[src/rtl/lsc_pkg.sv]
package lsc_pkg;

  // Fill state of the delay lines after reset.
  typedef enum logic {
    PH_FILL = 1'b0,
    PH_LIVE = 1'b1
  } lsc_phase_t;

  // Counter width able to hold the value d.
  function automatic int unsigned lsc_cnt_w(input int unsigned d);
    return (d < 1) ? 1 : $clog2(d + 1);
  endfunction

  // Width of the compared request bundle.
  function automatic int unsigned lsc_vec_w(input int unsigned aw, input int unsigned dw);
    return 1 + (dw / 8) + aw + dw;
  endfunction

endpackage

[src/rtl/lsc_delay.sv]
module lsc_delay #(
  parameter int W     = 8,
  parameter int DEPTH = 2
) (
  input  logic         clk,
  input  logic         rst,
  input  logic [W-1:0] d,
  output logic [W-1:0] q
);

  if (DEPTH == 0) begin : g_thru
    assign q = d;
  end else begin : g_line
    for (genvar i = 0; i < DEPTH; i++) begin : g_stg
      logic [W-1:0] r;
      if (i == 0) begin : g_head
        always_ff @(posedge clk) begin
          if (rst) r <= '0;
          else     r <= d;
        end
      end else begin : g_tail
        always_ff @(posedge clk) begin
          if (rst) r <= '0;
          else     r <= g_stg[i-1].r;
        end
      end
    end
    assign q = g_stg[DEPTH-1].r;
  end

endmodule

[src/rtl/lsc_compare.sv]
module lsc_compare #(
  parameter int ADDR_W = 32,
  parameter int DATA_W = 32,
  localparam int STRB_W = DATA_W / 8,
  localparam int VEC_W  = 1 + STRB_W + ADDR_W + DATA_W
) (
  input  logic [VEC_W-1:0] ref_vec,
  input  logic [VEC_W-1:0] chk_vec,
  output logic [VEC_W-1:0] mis_vec,
  output logic             hit
);

  localparam int WD_LO = VEC_W - DATA_W;

  // Bitwise disagreement; write-data bits count only when both copies request.
  function automatic logic [VEC_W-1:0] diff_mask(input logic [VEC_W-1:0] a,
                                                 input logic [VEC_W-1:0] b);
    logic [VEC_W-1:0] dv;
    dv = a ^ b;
    if (!(a[0] && b[0])) dv[VEC_W-1:WD_LO] = '0;
    return dv;
  endfunction

  assign mis_vec = diff_mask(ref_vec, chk_vec);
  assign hit     = |mis_vec;

endmodule

[src/rtl/lsc_errflag.sv]
module lsc_errflag
  import lsc_pkg::*;
#(
  parameter int VEC_W = 69,
  parameter int DEPTH = 2
) (
  input  logic             clk,
  input  logic             rst,
  input  logic [VEC_W-1:0] mis_vec,
  input  logic             hit,
  input  logic             clr,
  output logic             cmp_en,
  output logic             set_evt,
  output logic             err,
  output logic [VEC_W-1:0] err_bits
);

  localparam int CNT_W = lsc_cnt_w(DEPTH);
  localparam logic [CNT_W-1:0] CNT_MAX = CNT_W'(DEPTH);

  logic [CNT_W-1:0] fill_cnt;
  lsc_phase_t       phase;

  assign phase   = (fill_cnt == CNT_MAX) ? PH_LIVE : PH_FILL;
  assign cmp_en  = (phase == PH_LIVE);
  assign set_evt = cmp_en && hit;

  always_ff @(posedge clk) begin
    if (rst) begin
      fill_cnt <= '0;
    end else if (phase == PH_FILL) begin
      fill_cnt <= fill_cnt + 1'b1;
    end
  end

  always_ff @(posedge clk) begin
    if (rst) begin
      err      <= 1'b0;
      err_bits <= '0;
    end else if (set_evt) begin
      err <= 1'b1;
      if (!err || clr) err_bits <= mis_vec;
    end else if (clr) begin
      err      <= 1'b0;
      err_bits <= '0;
    end
  end

endmodule

[src/rtl/lockstep_cmp.sv]
module lockstep_cmp
  import lsc_pkg::*;
#(
  parameter int IN_W   = 33,
  parameter int ADDR_W = 32,
  parameter int DATA_W = 32,
  parameter int DEPTH  = 2,
  localparam int STRB_W = DATA_W / 8,
  localparam int VEC_W  = 1 + STRB_W + ADDR_W + DATA_W
) (
  input  logic              clk,
  input  logic              rst,
  input  logic [IN_W-1:0]   core_in,
  input  logic              main_vld,
  input  logic [ADDR_W-1:0] main_addr,
  input  logic [DATA_W-1:0] main_wdata,
  input  logic [STRB_W-1:0] main_strb,
  input  logic              shd_vld,
  input  logic [ADDR_W-1:0] shd_addr,
  input  logic [DATA_W-1:0] shd_wdata,
  input  logic [STRB_W-1:0] shd_strb,
  output logic [IN_W-1:0]   shadow_in,
  output logic              bus_vld,
  output logic [ADDR_W-1:0] bus_addr,
  output logic [DATA_W-1:0] bus_wdata,
  output logic [STRB_W-1:0] bus_strb,
  input  logic              err_clr,
  output logic              err,
  output logic [VEC_W-1:0]  err_bits
);

  // Bundle layout: {wdata, addr, strb, vld}, vld at bit 0.
  logic [VEC_W-1:0] main_vec;
  logic [VEC_W-1:0] main_dly;
  logic [VEC_W-1:0] shd_vec;
  logic [VEC_W-1:0] mis_vec;
  logic             cmp_hit;
  logic             cmp_en;
  logic             set_evt;

  assign bus_vld   = main_vld;
  assign bus_addr  = main_addr;
  assign bus_wdata = main_wdata;
  assign bus_strb  = main_strb;

  assign main_vec = {main_wdata, main_addr, main_strb, main_vld};
  assign shd_vec  = {shd_wdata, shd_addr, shd_strb, shd_vld};

  // One depth parameter feeds both lines, so the two can never diverge.
  lsc_delay #(.W(IN_W), .DEPTH(DEPTH)) u_in_dly (
    .clk (clk),
    .rst (rst),
    .d   (core_in),
    .q   (shadow_in)
  );

  lsc_delay #(.W(VEC_W), .DEPTH(DEPTH)) u_out_dly (
    .clk (clk),
    .rst (rst),
    .d   (main_vec),
    .q   (main_dly)
  );

  lsc_compare #(.ADDR_W(ADDR_W), .DATA_W(DATA_W)) u_cmp (
    .ref_vec (main_dly),
    .chk_vec (shd_vec),
    .mis_vec (mis_vec),
    .hit     (cmp_hit)
  );

  lsc_errflag #(.VEC_W(VEC_W), .DEPTH(DEPTH)) u_flag (
    .clk      (clk),
    .rst      (rst),
    .mis_vec  (mis_vec),
    .hit      (cmp_hit),
    .clr      (err_clr),
    .cmp_en   (cmp_en),
    .set_evt  (set_evt),
    .err      (err),
    .err_bits (err_bits)
  );

endmodule

[config.mk]
export PLATFORM = sky130hd
export DESIGN_NAME = lockstep_cmp
export DESIGN_NICKNAME = d
export VERILOG_FILES = /design/src/rtl/lsc_pkg.sv /design/src/rtl/lsc_delay.sv /design/src/rtl/lsc_compare.sv /design/src/rtl/lsc_errflag.sv /design/src/rtl/lockstep_cmp.sv
export SDC_FILE = /design/constraint.sdc
export NUM_CORES = 1
export LEC_CHECK = 0
export BUFFER_PORTS_ARGS = -buffer_cell sky130_fd_sc_hd__buf_2
export CAP_MARGIN = 10
export CELL_PAD_IN_SITES_DETAIL_PLACEMENT = 1
export CELL_PAD_IN_SITES_GLOBAL_PLACEMENT = 1
export CORE_MARGIN = 5
export CORE_UTILIZATION = 37
export DETAILED_ROUTE_END_ITERATION = 12
export GPL_ROUTABILITY_DRIVEN = 0
export PLACE_DENSITY = 0.8
export SYNTH_ARGS = -nofsm -noshare
export SYNTH_HDL_FRONTEND = slang
export SYNTH_HIERARCHICAL = 1
export SYNTH_SLANG_ARGS = --single-unit
export TNS_END_PERCENT = 50
[constraint.sdc]
create_clock -name clk -period 2.9 [get_ports clk]
set_clock_uncertainty 0.05 [all_clocks]
set_input_delay 0.29 -clock clk [delete_from_list [all_inputs] [get_ports clk]]
set_output_delay 0.29 -clock clk [all_outputs]
set_load 0.005 [all_outputs]
### Word level (Yosys, flattened, before mapping)

Cells that the tools add are included.

| cells by class | value |
|---|---|
| $add $sub $neg | 1 |
| eq/ne operators | 2 |
| multiplexer cells | 7 |
| bitwise operators | 1 |
| reduce and logical (&&, ||, !) cells | 7 |

Operators by type and width:

| operator | count |
|---|---|
| 69-bit 2-to-1 mux | 3 |
| 69-bit OR reduction | 1 |
| 69-bit XOR | 1 |
| 32-bit 2-to-1 mux | 1 |
| 1-bit 2-to-1 mux | 3 |
| 2-bit by 1-bit adder with 2-bit output, second input constant | 1 |
| 2-bit == test, second input constant | 1 |
| 1-bit logical AND | 2 |
| 2-bit by 1-bit != test with 1-bit output, second input constant | 1 |
| 2-bit AND reduction | 1 |
| 2-bit nonzero test | 1 |
| 1-bit logical NOT | 1 |
| 1-bit logical OR | 1 |

| storage, ports and cells | value |
|---|---|
| bits in registers | 276 |
| input port bits | 174 |

### Logic depth before layout (Yosys ltp)

| logic depth | value |
|---|---|
| word-level depth | 6 |
| depth in mapped cells | 11 |
| depth with buffers taken out | 8 |

### By module

The synthesis kept the hierarchy.

By module, submodules not included:

| module | times used | cells each | area each (um^2) |
|---|---|---|---|
| lsc_delay (u_out_dly) | 1 | 291 | 3,706.1 |
| lsc_errflag | 1 | 340 | 2,965.3 |
| lsc_delay (u_in_dly) | 1 | 139 | 1,796.7 |
| lsc_compare | 1 | 132 | 988.4 |
| lockstep_cmp | 1 | 69 | 518.0 |

### Worst setup path after synthesis

No wires, ideal clock.

| timing path | value |
|---|---|
| kind | register to register |
| start | register u_out_dly.g_line.g_stg[1].r[0] (netlist: u_out_dly/q[0]) |
| end | register u_flag.err_bits[42] |
| data arrival time | 1,865 ps |
| required time | 2,718 ps |
| setup slack | 853 ps |
| cell stages (with the launch flop) | 12 |
| clock period less this slack | 2,047 ps |
| cells stage by stage | dfxtp_1 ha_1 a211oi_1 nand4_1 nor4_1 nand2_1 and2_1 buf_4 buf_6 buf_6 nand3_1 a21oi_1 |

| between the ends | value |
|---|---|
| word-level cells in the longest chain between the ends | 6 |
| elaborated cells on any way between the ends | 10 |

Ends and longest elaborated chain:

| item | RTL line | text |
|---|---|---|
| from (decl) | lsc_delay.sv:15 | `logic [W-1:0] r;` |
| from (signal assigned) | lsc_delay.sv:24 | `else r <= g_stg[i-1].r;` |
| 1-bit logical AND | lsc_compare.sv:20 | `if (!(a[0] && b[0])) dv[VEC_W-1:WD_LO] = '0;` |
| 32-bit 2-to-1 mux | lsc_compare.sv:20 |  |
| 69-bit OR reduction (*) | lsc_compare.sv:25 | `assign hit = \|mis_vec;` |
| net cmp_hit | lockstep_cmp.sv:37 | `logic cmp_hit;` |
| 1-bit logical AND (*) | lsc_errflag.sv:26 | `assign set_evt = cmp_en && hit;` |
| 2-bit by 1-bit != test with 1-bit output (no source line) / 2-bit nonzero test (equally long branches) | - |  |
| 2-bit AND reduction (no source line) | - |  |
| to (signal assigned) | lsc_errflag.sv:42 | `if (!err \|\| clr) err_bits <= mis_vec;` |
| to (decl) | lsc_errflag.sv:15 | `output logic [VEC_W-1:0] err_bits` |

Mark *: on every way through the listed nets, which the timed path passes. The rest lies on a longest branch. The select of a mux whose other input is x is not followed.
A chain may end at the register's enable or synchronous reset.

### Final worst setup path

| timing path | value |
|---|---|
| start | input port shd_addr[28] |
| end | register u_flag.err_bits[14] |

| between the ends | value |
|---|---|
| word-level cells in the longest chain between the ends | 5 |
| elaborated cells on any way between the ends | 7 |

Ends and longest elaborated chain:

| item | RTL line | text |
|---|---|---|
| from (decl) | lockstep_cmp.sv:19 | `input logic [ADDR_W-1:0] shd_addr,` |
| 69-bit XOR (*) | lsc_compare.sv:19 | `dv = a ^ b;` |
| net mis_vec[33] | lockstep_cmp.sv:36 | `logic [VEC_W-1:0] mis_vec;` |
| 69-bit OR reduction (*) | lsc_compare.sv:25 |  |
| net cmp_hit | lockstep_cmp.sv:37 |  |
| 1-bit logical AND (*) | lsc_errflag.sv:26 |  |
| 2-bit by 1-bit != test with 1-bit output (no source line) / 2-bit nonzero test (equally long branches) | - |  |
| 2-bit AND reduction (no source line) | - |  |

Mark *: on every way through the listed nets, which the timed path passes. The rest lies on a longest branch.

==> impl_metrics.py <==
metrics = {
    "synth": {
        "synth_warnings": 6,
        "synth_area_um2": 9970,
        "synth_fp_nets": 1147,
        "syn_inst": 970,
        "syn_area_per_cell_um2": 10.3,
    },
    "grt": {
        "grt_overflow": 0,
        "grt_max_degree": 77,
        "track_usage": 0.209,
        "grt_pass1_wl_um": 51000,
        "grt_pass1_vias": 8903,
        "antenna_found_initial": 3,
    },
    "clocking": {
        "max-clock-path-buffers": 3,
        "clk_latency_ns": 0.55,
        "numCtsBuffers": 29,
        "htreeDepth": 1,
        "clk_pin_slew_ns": 0.07,
        "cts_resized": 0,
        "tritoncts": "built",
        "clockRootBuffer": "clkbuf_16",
        "cts_sinks": 276,
    },
    "setup_path": {
        "worstPathMaxFanout": 54,
        "r2r_start": "u_out_dly/q[35]",
        "required_ns": 3.31,
        "path_buf_inv": 3,
        "path_delay_family": "simple AND/OR/NAND/NOR gates",
        "cp.depth": 11,
        "r2r-end": "u_flag/err_bits[14]",
        "crit_chain": "dlygate4sd3_1 > buf_2 > xor2_1 > nor4_1 > nand4_1 > nor4_1 > nand2_1 > nand2_2 > buf_12 > o211ai_1 > a21oi_1",
        "critical_path.most_common_cell": "nor4_1",
        "cp-end-kind": "flip-flop",
        "r2r_cells": 9,
        "max_stage_delay_ns": 0.56,
        "critPathLaunchType": "input port",
        "worstSetupPathType": "input port to flip-flop",
        "rrSetupSlack_ns": 0.30,
        "critPathArrivalTime_ns": 3.11,
        "slowest_stage": "dlygate4sd3_1",
    },
    "placement": {
        "place_hpwl_um": 20600,
        "placed_area_um2": 11500,
        "io_buffers": 345,
    },
    "min_path": {
        "hold_depth": 4,
        "min_to": "u_flag/err_bits[34]",
        "min_from": "shd_addr[29]",
        "min_path_type": "input port to flip-flop",
    },
    "sta": {
        "setup_tns_ns": 0,
        "min_period_over_period": 0.934,
        "max_freq_mhz": 369,
        "slew_violations": 0,
        "max_slew.worst_pin.slew_ns": 0.764,
        "hold_violations": 0,
        "rsz0062_at_grt": "false",
        "period_needed_ns": 2.71,
        "slew_headroom": 0.491,
        "hold_slack_ns": 0.0312,
        "setup-violations-final": 0,
    },
    "detailed_routing": {
        "drc_errors": 0,
        "wl_per_cell_um": 19.3,
        "initialDrtViolationCount": 382,
        "antenna_left": 0,
        "drtPass1Iterations": 4,
        "vias_per_cell": 4.72,
        "route.vias.total": 8038,
        "wl_um": 32800,
    },
    "pwr": {
        "peakVddDrop_uv": 450,
        "power_density_nw_per_um2": 701,
        "leakage_nw": 5.97,
    },
    "floorplan": {
        "die_y_um": 174,
        "die_area_um2": 30300,
        "io_pins": 346,
        "core_area_um2": 26700,
        "rows": 60,
        "start_util": 0.373,
        "die_x_um": 174,
    },
    "layout": {
        "layout.nets": 1513,
        "final_core_util": 0.510,
        "drive_gt1_frac": 0.311,
        "layout_commonest_cell": "buf_2",
        "fin_area_um2": 13600,
        "most-common-layout-cells": "buf_2 (344), dfxtp_1 (275), nor2b_1 (204), dlygate4sd3_1 (112), a21oi_1 (71)",
        "syn2layout_area_growth_pct": 36.6,
    },
    "run": {
        "cap_violations": 0,
    },
    "outcome": {
        "status": "finished, final reports clean",
    },
}
stage by stage:
step | setup slack, ns | power, mW | std cells
floorplan | 0.853 | 5.03 | 970
global route | 0.0686 | 9.97 | 1703
CTS | 0.321 | 9.63 | 1700
detailed placement | 0.303 | 5.57 | 1534
finish | 0.192 | 9.55 | 1703
global placement | 0.372 | 5.52 | 1534
registers in the layout, summed over array words and instances (netlist names):
register / cells
u_in_dly/q: 33
u_in_dly/g_line.g_stg.r: 33
u_out_dly/g_line.g_stg.r: 69
u_flag/err_bits: 69
u_flag/fill_cnt: 2
u_flag/err: 1
u_out_dly/q: 69
area by class of cell:
type / instances / area (µm²)
Fill cell: 2998 / 13100
Antenna cell: 3 / 7.51
Inverter: 3 / 11.3
Multi-Input combinational cell: 551 / 3540
Tap cell: 341 / 427
Timing Repair Buffer: 475 / 3080
Clock inverter: 16 / 198
Sequential cell: 276 / 5530
Clock buffer: 38 / 830
metal layers:
layer  track usage  routed length, µm  vias to the layer above
met5             0                  0                        -
met4        0.0726               1160                        0
met3        0.0568               2330                       60
met2         0.384              16900                      287
met1         0.232              12400                     3815
li1              -                  -                     3876
what timing repair did:
item	in CTS	in global routing
hold endpoints to repair	112	0
hold buffers	112	0
buffers inserted	0	0
worst reg2reg max path: cells and delay by family, from the launching register on:
kind                   cells  cell delay [ns]
AND/OR/NAND/NOR            5             1.27
AO/OA/AOI/OAI              2             0.46
flip-flops                 1             0.31
buffers and inverters      1             0.25
XOR/XNOR                   1             0.16
how the worst max path moves through the flow:
stage | slack (ns) | end | from
finish | 0.19 | u_flag/err_bits[14] | shd_addr[28]
global route | 0.07 | u_flag/err_bits[14] | shd_addr[23]
CTS | 0.32 | u_flag/err_bits[59] | shd_addr[23]
detailed placement | 0.30 | u_flag/err_bits[51] | shd_addr[26]
global placement | 0.37 | u_flag/err_bits[40] | shd_wdata[31]
floorplan | 0.85 | u_flag/err_bits[42] | u_out_dly/q[0]
power by group:
part	switching, mW	internal [mW]
Combinational	0.884	0.625
Clock	1.55	2.37
Sequential	0.0947	4.02
Total	2.53	7.02
(Power assumes the default switching activity.)
